`config.mk`:
```
export PLATFORM = sky130hd
export DESIGN_NAME = mem_space_decoder
export DESIGN_NICKNAME = d
export VERILOG_FILES = /design/src/rtl/msd_pkg.sv /design/src/rtl/msd_strap_latch.sv /design/src/rtl/msd_region_decode.sv /design/src/rtl/msd_out_reg.sv /design/src/rtl/mem_space_decoder.sv
export SDC_FILE = /design/constraint.sdc
export NUM_CORES = 1
export LEC_CHECK = 0
export ABC_AREA = 1
export BUFFER_PORTS_ARGS = -buffer_cell sky130_fd_sc_hd__clkbuf_2
export CORE_MARGIN = 4
export CORE_UTILIZATION = 45
export CTS_BUF_LIST = sky130_fd_sc_hd__clkbuf_4 sky130_fd_sc_hd__clkbuf_8
export DETAILED_ROUTE_END_ITERATION = 7
export PLACE_DENSITY = 0.86
export SLEW_MARGIN = 20
export SYNTH_ARGS = -nofsm -noshare
export SYNTH_HDL_FRONTEND = slang
export SYNTH_HIERARCHICAL = 1
export SYNTH_SLANG_ARGS = --single-unit
```
`constraint.sdc`:
```
create_clock -name clk_i -period 2.2 [get_ports clk_i]
set_input_delay 0.22 -clock clk_i [delete_from_list [all_inputs] [get_ports clk_i]]
set_output_delay 0.22 -clock clk_i [all_outputs]
set_load 0.1 [all_outputs]
```
`src/rtl/msd_pkg.sv`:
```
package msd_pkg;
  typedef enum logic [1:0] {
    ACC_FETCH    = 2'd0,
    ACC_DIRECT   = 2'd1,
    ACC_INDIRECT = 2'd2,
    ACC_WRITE    = 2'd3
  } acc_e;

  localparam int TGT_N   = 5;
  localparam int TGT_REG = 0;
  localparam int TGT_RAM = 1;
  localparam int TGT_ROM = 2;
  localparam int TGT_CFG = 3;
  localparam int TGT_EXT = 4;

  typedef struct packed {
    logic [TGT_N-1:0] sel;
    logic [1:0]       bank;
    logic             bitaddr;
    logic             exec_fault;
    logic             write_fault;
  } dec_t;
endpackage

```
`src/rtl/msd_strap_latch.sv`:
```
module msd_strap_latch (
  input  logic clk_i,
  input  logic rst_ni,
  input  logic strap_i,
  output logic strap_o
);
  logic armed_q, strap_q;

  always_ff @(posedge clk_i or negedge rst_ni) begin
    if (!rst_ni) begin
      armed_q <= 1'b1;
      strap_q <= 1'b0;
    end else if (armed_q) begin
      armed_q <= 1'b0;
      strap_q <= strap_i;
    end
  end

  assign strap_o = strap_q;


  strap_hold_chk: assert property (@(posedge clk_i) disable iff (!rst_ni)
    !armed_q |=> $stable(strap_q));
endmodule

```
`src/rtl/msd_region_decode.sv`:
```
module msd_region_decode
  import msd_pkg::*;
#(
  parameter int ADDR_W    = 24,
  parameter int RAM_BYTES = 1024,
  parameter int CODE_KB   = 16
) (
  input  logic [ADDR_W-1:0] addr_i,
  input  logic [1:0]        type_i,
  input  logic              strap_i,
  output dec_t              dec_o
);
  localparam logic [ADDR_W-1:0] REG_END   = ADDR_W'(32);
  localparam logic [ADDR_W-1:0] BIT_END   = ADDR_W'(128);
  localparam logic [ADDR_W-1:0] RAM_END   = ADDR_W'(RAM_BYTES);
  localparam logic [ADDR_W-1:0] CODE_BASE = ADDR_W'(24'hFF0000);
  localparam logic [ADDR_W-1:0] CODE_END  = CODE_BASE + ADDR_W'(CODE_KB * 1024);
  localparam logic [ADDR_W-1:0] CFG_BASE  = ADDR_W'(24'hFFFFF8);
  localparam logic [ADDR_W-1:0] CFG_LAST  = ADDR_W'(24'hFFFFF9);

  acc_e acc;
  logic in_code;
  assign acc = acc_e'(type_i);

  generate
    if (CODE_KB == 0) begin : g_no_code
      assign in_code = 1'b0;
    end else begin : g_code
      assign in_code = (addr_i >= CODE_BASE) && (addr_i < CODE_END);
    end
  endgenerate

  always_comb begin
    dec_o = '0;
    if (addr_i < REG_END) begin
      if (acc == ACC_FETCH) dec_o.exec_fault = 1'b1;
      else begin
        dec_o.sel[TGT_REG] = 1'b1;
        dec_o.bank         = addr_i[4:3];
      end
    end else if (addr_i < RAM_END) begin
      if (acc == ACC_FETCH) dec_o.exec_fault = 1'b1;
      else begin
        dec_o.sel[TGT_RAM] = 1'b1;
        dec_o.bitaddr      = (addr_i < BIT_END);
      end
    end else if (addr_i >= CFG_BASE) begin
      if (acc == ACC_FETCH)      dec_o.exec_fault       = 1'b1;
      else if (acc == ACC_WRITE) dec_o.write_fault      = 1'b1;
      else if (addr_i <= CFG_LAST) dec_o.sel[TGT_CFG]   = 1'b1;
      else                       dec_o.sel[TGT_EXT]     = 1'b1;
    end else if (in_code) begin
      unique case (acc)
        ACC_WRITE:    dec_o.write_fault   = 1'b1;
        ACC_FETCH:    dec_o.sel[strap_i ? TGT_ROM : TGT_EXT] = 1'b1;
        ACC_INDIRECT: dec_o.sel[TGT_ROM]  = 1'b1;
        default:      dec_o.sel[TGT_EXT]  = 1'b1;
      endcase
    end else begin
      dec_o.sel[TGT_EXT] = 1'b1;
    end
  end
endmodule

```
`src/rtl/msd_out_reg.sv`:
```
module msd_out_reg
  import msd_pkg::*;
(
  input  logic clk_i,
  input  logic rst_ni,
  input  logic valid_i,
  input  dec_t dec_i,
  output logic valid_o,
  output dec_t dec_o
);
  always_ff @(posedge clk_i or negedge rst_ni) begin
    if (!rst_ni) begin
      valid_o <= 1'b0;
      dec_o   <= '0;
    end else begin
      valid_o <= valid_i;
      dec_o   <= valid_i ? dec_i : '0;
    end
  end


  valid_lat_chk: assert property (@(posedge clk_i) disable iff (!rst_ni)
    valid_o == $past(valid_i));

  sel_onehot_chk: assert property (@(posedge clk_i) disable iff (!rst_ni)
    (valid_o && !dec_o.exec_fault && !dec_o.write_fault) |-> $countones(dec_o.sel) == 1);

  idle_no_sel_chk: assert property (@(posedge clk_i) disable iff (!rst_ni)
    !valid_o |-> dec_o.sel == '0);

  exec_no_sel_chk: assert property (@(posedge clk_i) disable iff (!rst_ni)
    dec_o.exec_fault |-> (dec_o.sel == '0 && !dec_o.write_fault));

  write_no_sel_chk: assert property (@(posedge clk_i) disable iff (!rst_ni)
    dec_o.write_fault |-> dec_o.sel == '0);
endmodule

```
`src/rtl/mem_space_decoder.sv`:
```
module mem_space_decoder
  import msd_pkg::*;
#(
  parameter int ADDR_W    = 24,
  parameter int RAM_BYTES = 1024,
  parameter int CODE_KB   = 16
) (
  input  logic              clk_i,
  input  logic              rst_ni,
  input  logic              ext_strap_i,
  input  logic              req_valid_i,
  input  logic [1:0]        req_type_i,
  input  logic [ADDR_W-1:0] req_addr_i,
  output logic              valid_o,
  output logic [TGT_N-1:0]  sel_o,
  output logic [1:0]        bank_o,
  output logic              bitaddr_o,
  output logic              exec_fault_o,
  output logic              write_fault_o,
  output logic              strap_o,
  output logic [ADDR_W-1:0] reset_vec_o
);
  dec_t dec_d, dec_q;
  logic strap_q;

  msd_strap_latch i_strap (
    .clk_i   (clk_i),
    .rst_ni  (rst_ni),
    .strap_i (ext_strap_i),
    .strap_o (strap_q)
  );

  msd_region_decode #(
    .ADDR_W    (ADDR_W),
    .RAM_BYTES (RAM_BYTES),
    .CODE_KB   (CODE_KB)
  ) i_dec (
    .addr_i  (req_addr_i),
    .type_i  (req_type_i),
    .strap_i (strap_q),
    .dec_o   (dec_d)
  );

  msd_out_reg i_oreg (
    .clk_i   (clk_i),
    .rst_ni  (rst_ni),
    .valid_i (req_valid_i),
    .dec_i   (dec_d),
    .valid_o (valid_o),
    .dec_o   (dec_q)
  );

  assign sel_o         = dec_q.sel;
  assign bank_o        = dec_q.bank;
  assign bitaddr_o     = dec_q.bitaddr;
  assign exec_fault_o  = dec_q.exec_fault;
  assign write_fault_o = dec_q.write_fault;
  assign strap_o       = strap_q;
  assign reset_vec_o   = ADDR_W'(24'hFF0000);


  reset_quiet_chk: assert property (@(posedge clk_i)
    !rst_ni |-> (!valid_o && sel_o == '0 && !exec_fault_o && !write_fault_o));
endmodule

```
Word level (Yosys, flattened, before mapping)
Cells that the tools add are included.

Register bits: 13. Bits of input ports: 30. Output and inout bits: 36. Logic and storage cells: 60.

Order comparisons: 9. Equal/unequal tests: 2. Mux-type cells: 37. Reduce and logical (&&, ||, !) cells: 4.

Operators by type and width (number): greater-or-equal comparator 24 bit (second input constant) (2); greater-or-equal comparator 32 x 1 -> 1 bit (second input constant) (1); < comparator 32 x 5 -> 1 bit (second input constant) (1); <= comparator 24 bit (second input constant) (1); < comparator 24 x 11 -> 1 bit (second input constant) (1); < comparator 24 bit (second input constant) (1); < comparator 24 x 6 -> 1 bit (second input constant) (1); < comparator 24 x 8 -> 1 bit (second input constant) (1); two-way mux 1 bit (22); two-way mux 3 bit (4); two-way mux 10 bit (1); two-way mux 2 bit (5); two-way mux 4 bit (2); == test 2 bit (second input constant) (2); case mux 1 bit (2 select lines) (2); demux 1 bit (select 3 bit) (1); logical AND 1 bit (2); logical NOT 2 bit (1); OR reduction 2 bit (1).

Longest topological paths before layout
Word-level depth: 11. Gate-level depth with buffers: 9. Depth with buffers taken out: 9.

Modules after synthesis
The synthesis kept the hierarchy.

Modules (own cells, without submodules): msd_out_reg (instances 1, cells an instance 32, area an instance 361.6 µm², seq. area each 275.3 µm²); msd_region_decode (instances 1, cells an instance 71, area an instance 335.3 µm², seq. area each 0.0 µm²); mem_space_decoder (instances 1, cells an instance 26, area an instance 187.7 µm², seq. area each 0.0 µm²); msd_strap_latch (instances 1, cells an instance 7, area an instance 70.1 µm², seq. area each 51.3 µm²).

Least setup slack after synthesis
No wires, ideal clock.

Path kind: register to register. From: register i_strap.strap_q (netlist: i_strap/strap_o). To: register i_oreg/dec_o[9] (netlist bit). Library setup time: 0.113 ns. Arrival: 1.477 ns. Required time: 2.087 ns. Path slack: 0.610 ns. Stages on the path, launching flop included: 7. Path buffers: 0. Period minus slack after synthesis: 1.590 ns. Cells stage by stage: dfrtp_1 -> a21oi_1 -> or2_1 -> nand2_1 -> nor2_1 -> nand2_1 -> inv_1.

RTL lines: from (decl) (RTL line msd_strap_latch.sv:7) `logic armed_q, strap_q;`; from (signal assigned) (RTL line msd_strap_latch.sv:15) `strap_q <= strap_i;`; to (signal assigned) (RTL line msd_out_reg.sv:17) `dec_o <= valid_i ? dec_i : '0;`; to (decl) (RTL line msd_out_reg.sv:9) `output dec_t dec_o`.

Worst setup path in the final report
From: register i_strap.strap_q (netlist: i_strap/strap_o). To: output port strap_o.

RTL lines: to (decl) (RTL line mem_space_decoder.sv:20) `output logic strap_o,`.

No word-level cell between the ends.

==> impl_metrics.py <==
metrics = {
    "status": {
        "outcome": "finished, final reports clean",
    },
    "synthesis": {
        "syn_avg_cell_area_um2": 7.02,
        "synth-edff-count": 0,
        "synth.most_common_cell": "nand2_1",
        "yosys.area.top_type": "dfrtp_1",
        "yosysSeqAreaShare_pct": 34.2,
        "synth_simple_gate_area_share_pct": 35.9,
        "synthCells": 136,
        "synth_compound_area_share_pct": 1.57,
        "synthDominantCellAreaShare_pct": 31.5,
        "synth.mux.area_fraction_pct": 0,
        "synthFlopType": "dfrtp_1",
        "synthTopCellsByArea": "dfrtp_1 31%, buf_4 19%, nand2_1 13%, nor2_1 8.3%, inv_1 7.1%",
        "synth_area_um2": 955,
        "ys_ff_latch": 13,
        "synth-xor-area-share_pct": 0,
        "synth_top_family_by_area": "simple AND/OR/NAND/NOR gates",
        "async_flop_share_pct": 100,
        "ys_warn_count": 6,
        "synthAdderAreaFrac_pct": 0,
        "synth_common_cells": "34 x nand2_1, 24 x buf_4, 21 x nor2_1",
        "yosysUniqueCellTypes": 18,
    },
    "worst_setup_path": {
        "crit_family": "buffers and inverters",
        "cp_max_fo": 3,
        "path_cells": "clkbuf_2",
        "cp-start-kind": "register",
        "crit_buf_inv": 1,
        "worstSetupEndpointType": "output pin",
        "path_class": "reg -> out",
        "slowest_delay_ns": 0.47,
        "critPathArrivalTime_ns": 1.13,
        "cp_slowest_cell": "clkbuf_2",
        "cp.required_ns": 1.98,
    },
    "finish": {
        "drive_gt1_share_pct": 30.9,
        "fillers": 218,
        "diodes": 0,
        "area_growth_pct": 17.3,
        "final_cells": 205,
        "final_nets": 209,
    },
    "global_route": {
        "overflow": 0,
        "track_usage_pct": 11.2,
        "grt_first_pass_wirelength_mm": 2.44,
        "grt_max_degree": 14,
        "grt_pass1_vias": 650,
        "antenna_found_initial": 0,
    },
    "timing": {
        "grt_setup_unrepaired": "no",
        "hold_viol_final": 0,
        "fin_crit_sh_pct": 61.4,
        "relSlewSlack_pct": 63.8,
        "tightest_slew_ns": 0.545,
        "drv_slew": 0,
        "post-route-min-period_ns": 1.35,
        "tns_ns": 0,
        "setup_violations": 0,
        "finalClockSkew_ns": 0.00172,
        "fmax_ghz": 0.741,
    },
    "clock_tree": {
        "clk_latency_ns": 0.26,
        "clockRootBuffer": "clkbuf_4",
        "clk_pin_slew_ns": 0.07,
        "cts_made_buffers": 3,
        "cts_tree": "done",
        "clk_path_buf_depth": 2,
        "clock-sinks": 13,
        "htreeDepth": 1,
    },
    "die": {
        "rows": 16,
        "ios": 66,
        "dieArea_um2": 2920,
        "die-width_um": 54.1,
        "core-area_um2": 1980,
        "dieHeight_um": 54.1,
        "initial_utilization_pct": 48.2,
    },
    "power": {
        "intPower_uw": 358,
        "worst_ir_drop_vdd_mv": 0.353,
        "power_frac_comb_pct": 40.8,
        "power_density_nw_per_um2": 594,
        "p_switching_uw": 308,
        "power_frac_clock_pct": 22.1,
        "p_leak_uw": 0.000714,
        "power_frac_seq_pct": 37.1,
        "p_sw_share_pct": 46.3,
    },
    "placed_design": {
        "dp_cells": 200,
        "io_buffers": 40,
        "dp_hpwl_mm": 1.51,
        "gp_congestion": 0.758,
    },
    "detailed_routing": {
        "drc_errors": 0,
        "ant_nets": 0,
        "wl_met1_um": 576,
        "drtPass1Iterations": 3,
        "route.met2.wl_um": 821,
        "avgRoutedWirePerCell_um": 7.95,
        "top_layer": "met4",
        "drt_iter0_drc": 1,
        "vias": 799,
        "drt_wl_total_mm": 1.63,
        "via_per_inst": 3.90,
        "route.met3.wl_um": 214,
    },
    "flow_run": {
        "maxCapViolCount": 0,
    },
    "min_path": {
        "hp-class": "in -> reg",
    },
}
==> final cells by class <==
class	instances	area [µm²]	share of cell area, %
clock buffers	4	30.0	2.68
inverters	18	67.6	6.03
multi-input cells	102	452	40.3
flip-flops and latches	13	327	29.2
well taps	27	33.8	3.02
repair buffers	41	210	18.8
==> worst min-delay path: cells and delay by family <==
family	cells	cell delay (ns)
buffers and inverters	1	0.08
AND/OR/NAND/NOR	2	0.10
==> timing repair <==
item / in CTS / in global routing
buffers inserted: 0 / 0
hold buffers: 1 / 0
hold endpoints to repair: 12 / 0
gates resized for setup: 0 / 0
==> layer usage <==
layer | track usage, % | up-vias
li1 | - | 438
met1 | 11.7 | 317
met2 | 21.6 | 42
met3 | 1.66 | 2
met4 | 4.98 | 0
met5 | 0 | -
==> registers in the layout, indices dropped and copies added (netlist names) <==
signal and flops:
i_oreg/dec_o 10, i_oreg/valid_o 1, i_strap/armed_q 1, i_strap/strap_o 1
==> cells in the final DEF, fill, tap and decap left out <==
cell type      count
dlygate4sd3_1      1
nor2_1            21
nand2_2            2
dfrtp_1           12
conb_1            25
nand2_4            1
nand3_1            6
nand2_1           34
clkbuf_2          40
nor2_4             3
clkbuf_4           4
or2_1              1
inv_1             18
nor2_2             3
nand3b_1           1
nor3_2             1
nand4_1            1
dfstp_2            1
a21oi_1            3
==> kinds of logic after synthesis <==
kind of cell,after synthesis
and+or+nand+nor,74
buffers and inverters,43
DFF,13
AOI/OAI and AO/OA,3
other,3
==> power by group through the flow <==
| stage | logic, µW | clock network [µW] | registers [µW] |
|---|---|---|---|
| global placement | 268 | 0 | 251 |
| detailed placement | 270 | 0 | 251 |
| global route | 284 | 161 | 247 |
| CTS | 271 | 155 | 247 |
| finish | 271 | 147 | 247 |
| floorplan | 237 | 0 | 277 |
==> metrics by stage <==
| stage | power, µW | cell area, µm² | setup slack [ns] | hold WS [ns] | util [%] |
|---|---|---|---|---|---|
| finish | 665 | 1120 | 0.850 | 0.160 | 56.5 |
| global route | 692 | 1120 | 0.812 | 0.170 | 56.5 |
| CTS | 674 | 1120 | 0.839 | 0.152 | 56.5 |
| detailed placement | 521 | 1080 | 1.00 | 0.116 | 54.5 |
| global placement | 519 | 1080 | 1.02 | 0.116 | 54.5 |
| floorplan | 514 | 1040 | 0.610 | -0.0756 | - |
==> worst paths after layout <==
path,endpoint,slack (ns),depth (start not counted),start
min,i_strap/strap_o$_DFFE_PN0P_,0.16,3,ext_strap_i
min reg2reg,i_strap/strap_o$_DFFE_PN0P_,0.51,2,i_strap/armed_q$_DFF_PN1_
max reg2reg,i_oreg/dec_o[9]$_DFF_PN0_,1.20,6,i_strap/strap_o$_DFFE_PN0P_
max,strap_o,0.85,1,i_strap/strap_o$_DFFE_PN0P_
min in group asynchronous,i_oreg/dec_o[0]$_DFF_PN0_,0.37,2,rst_ni
max in group asynchronous,i_strap/armed_q$_DFF_PN1_,1.56,2,rst_ni
Note: power is estimated with default switching activity, not from simulation.
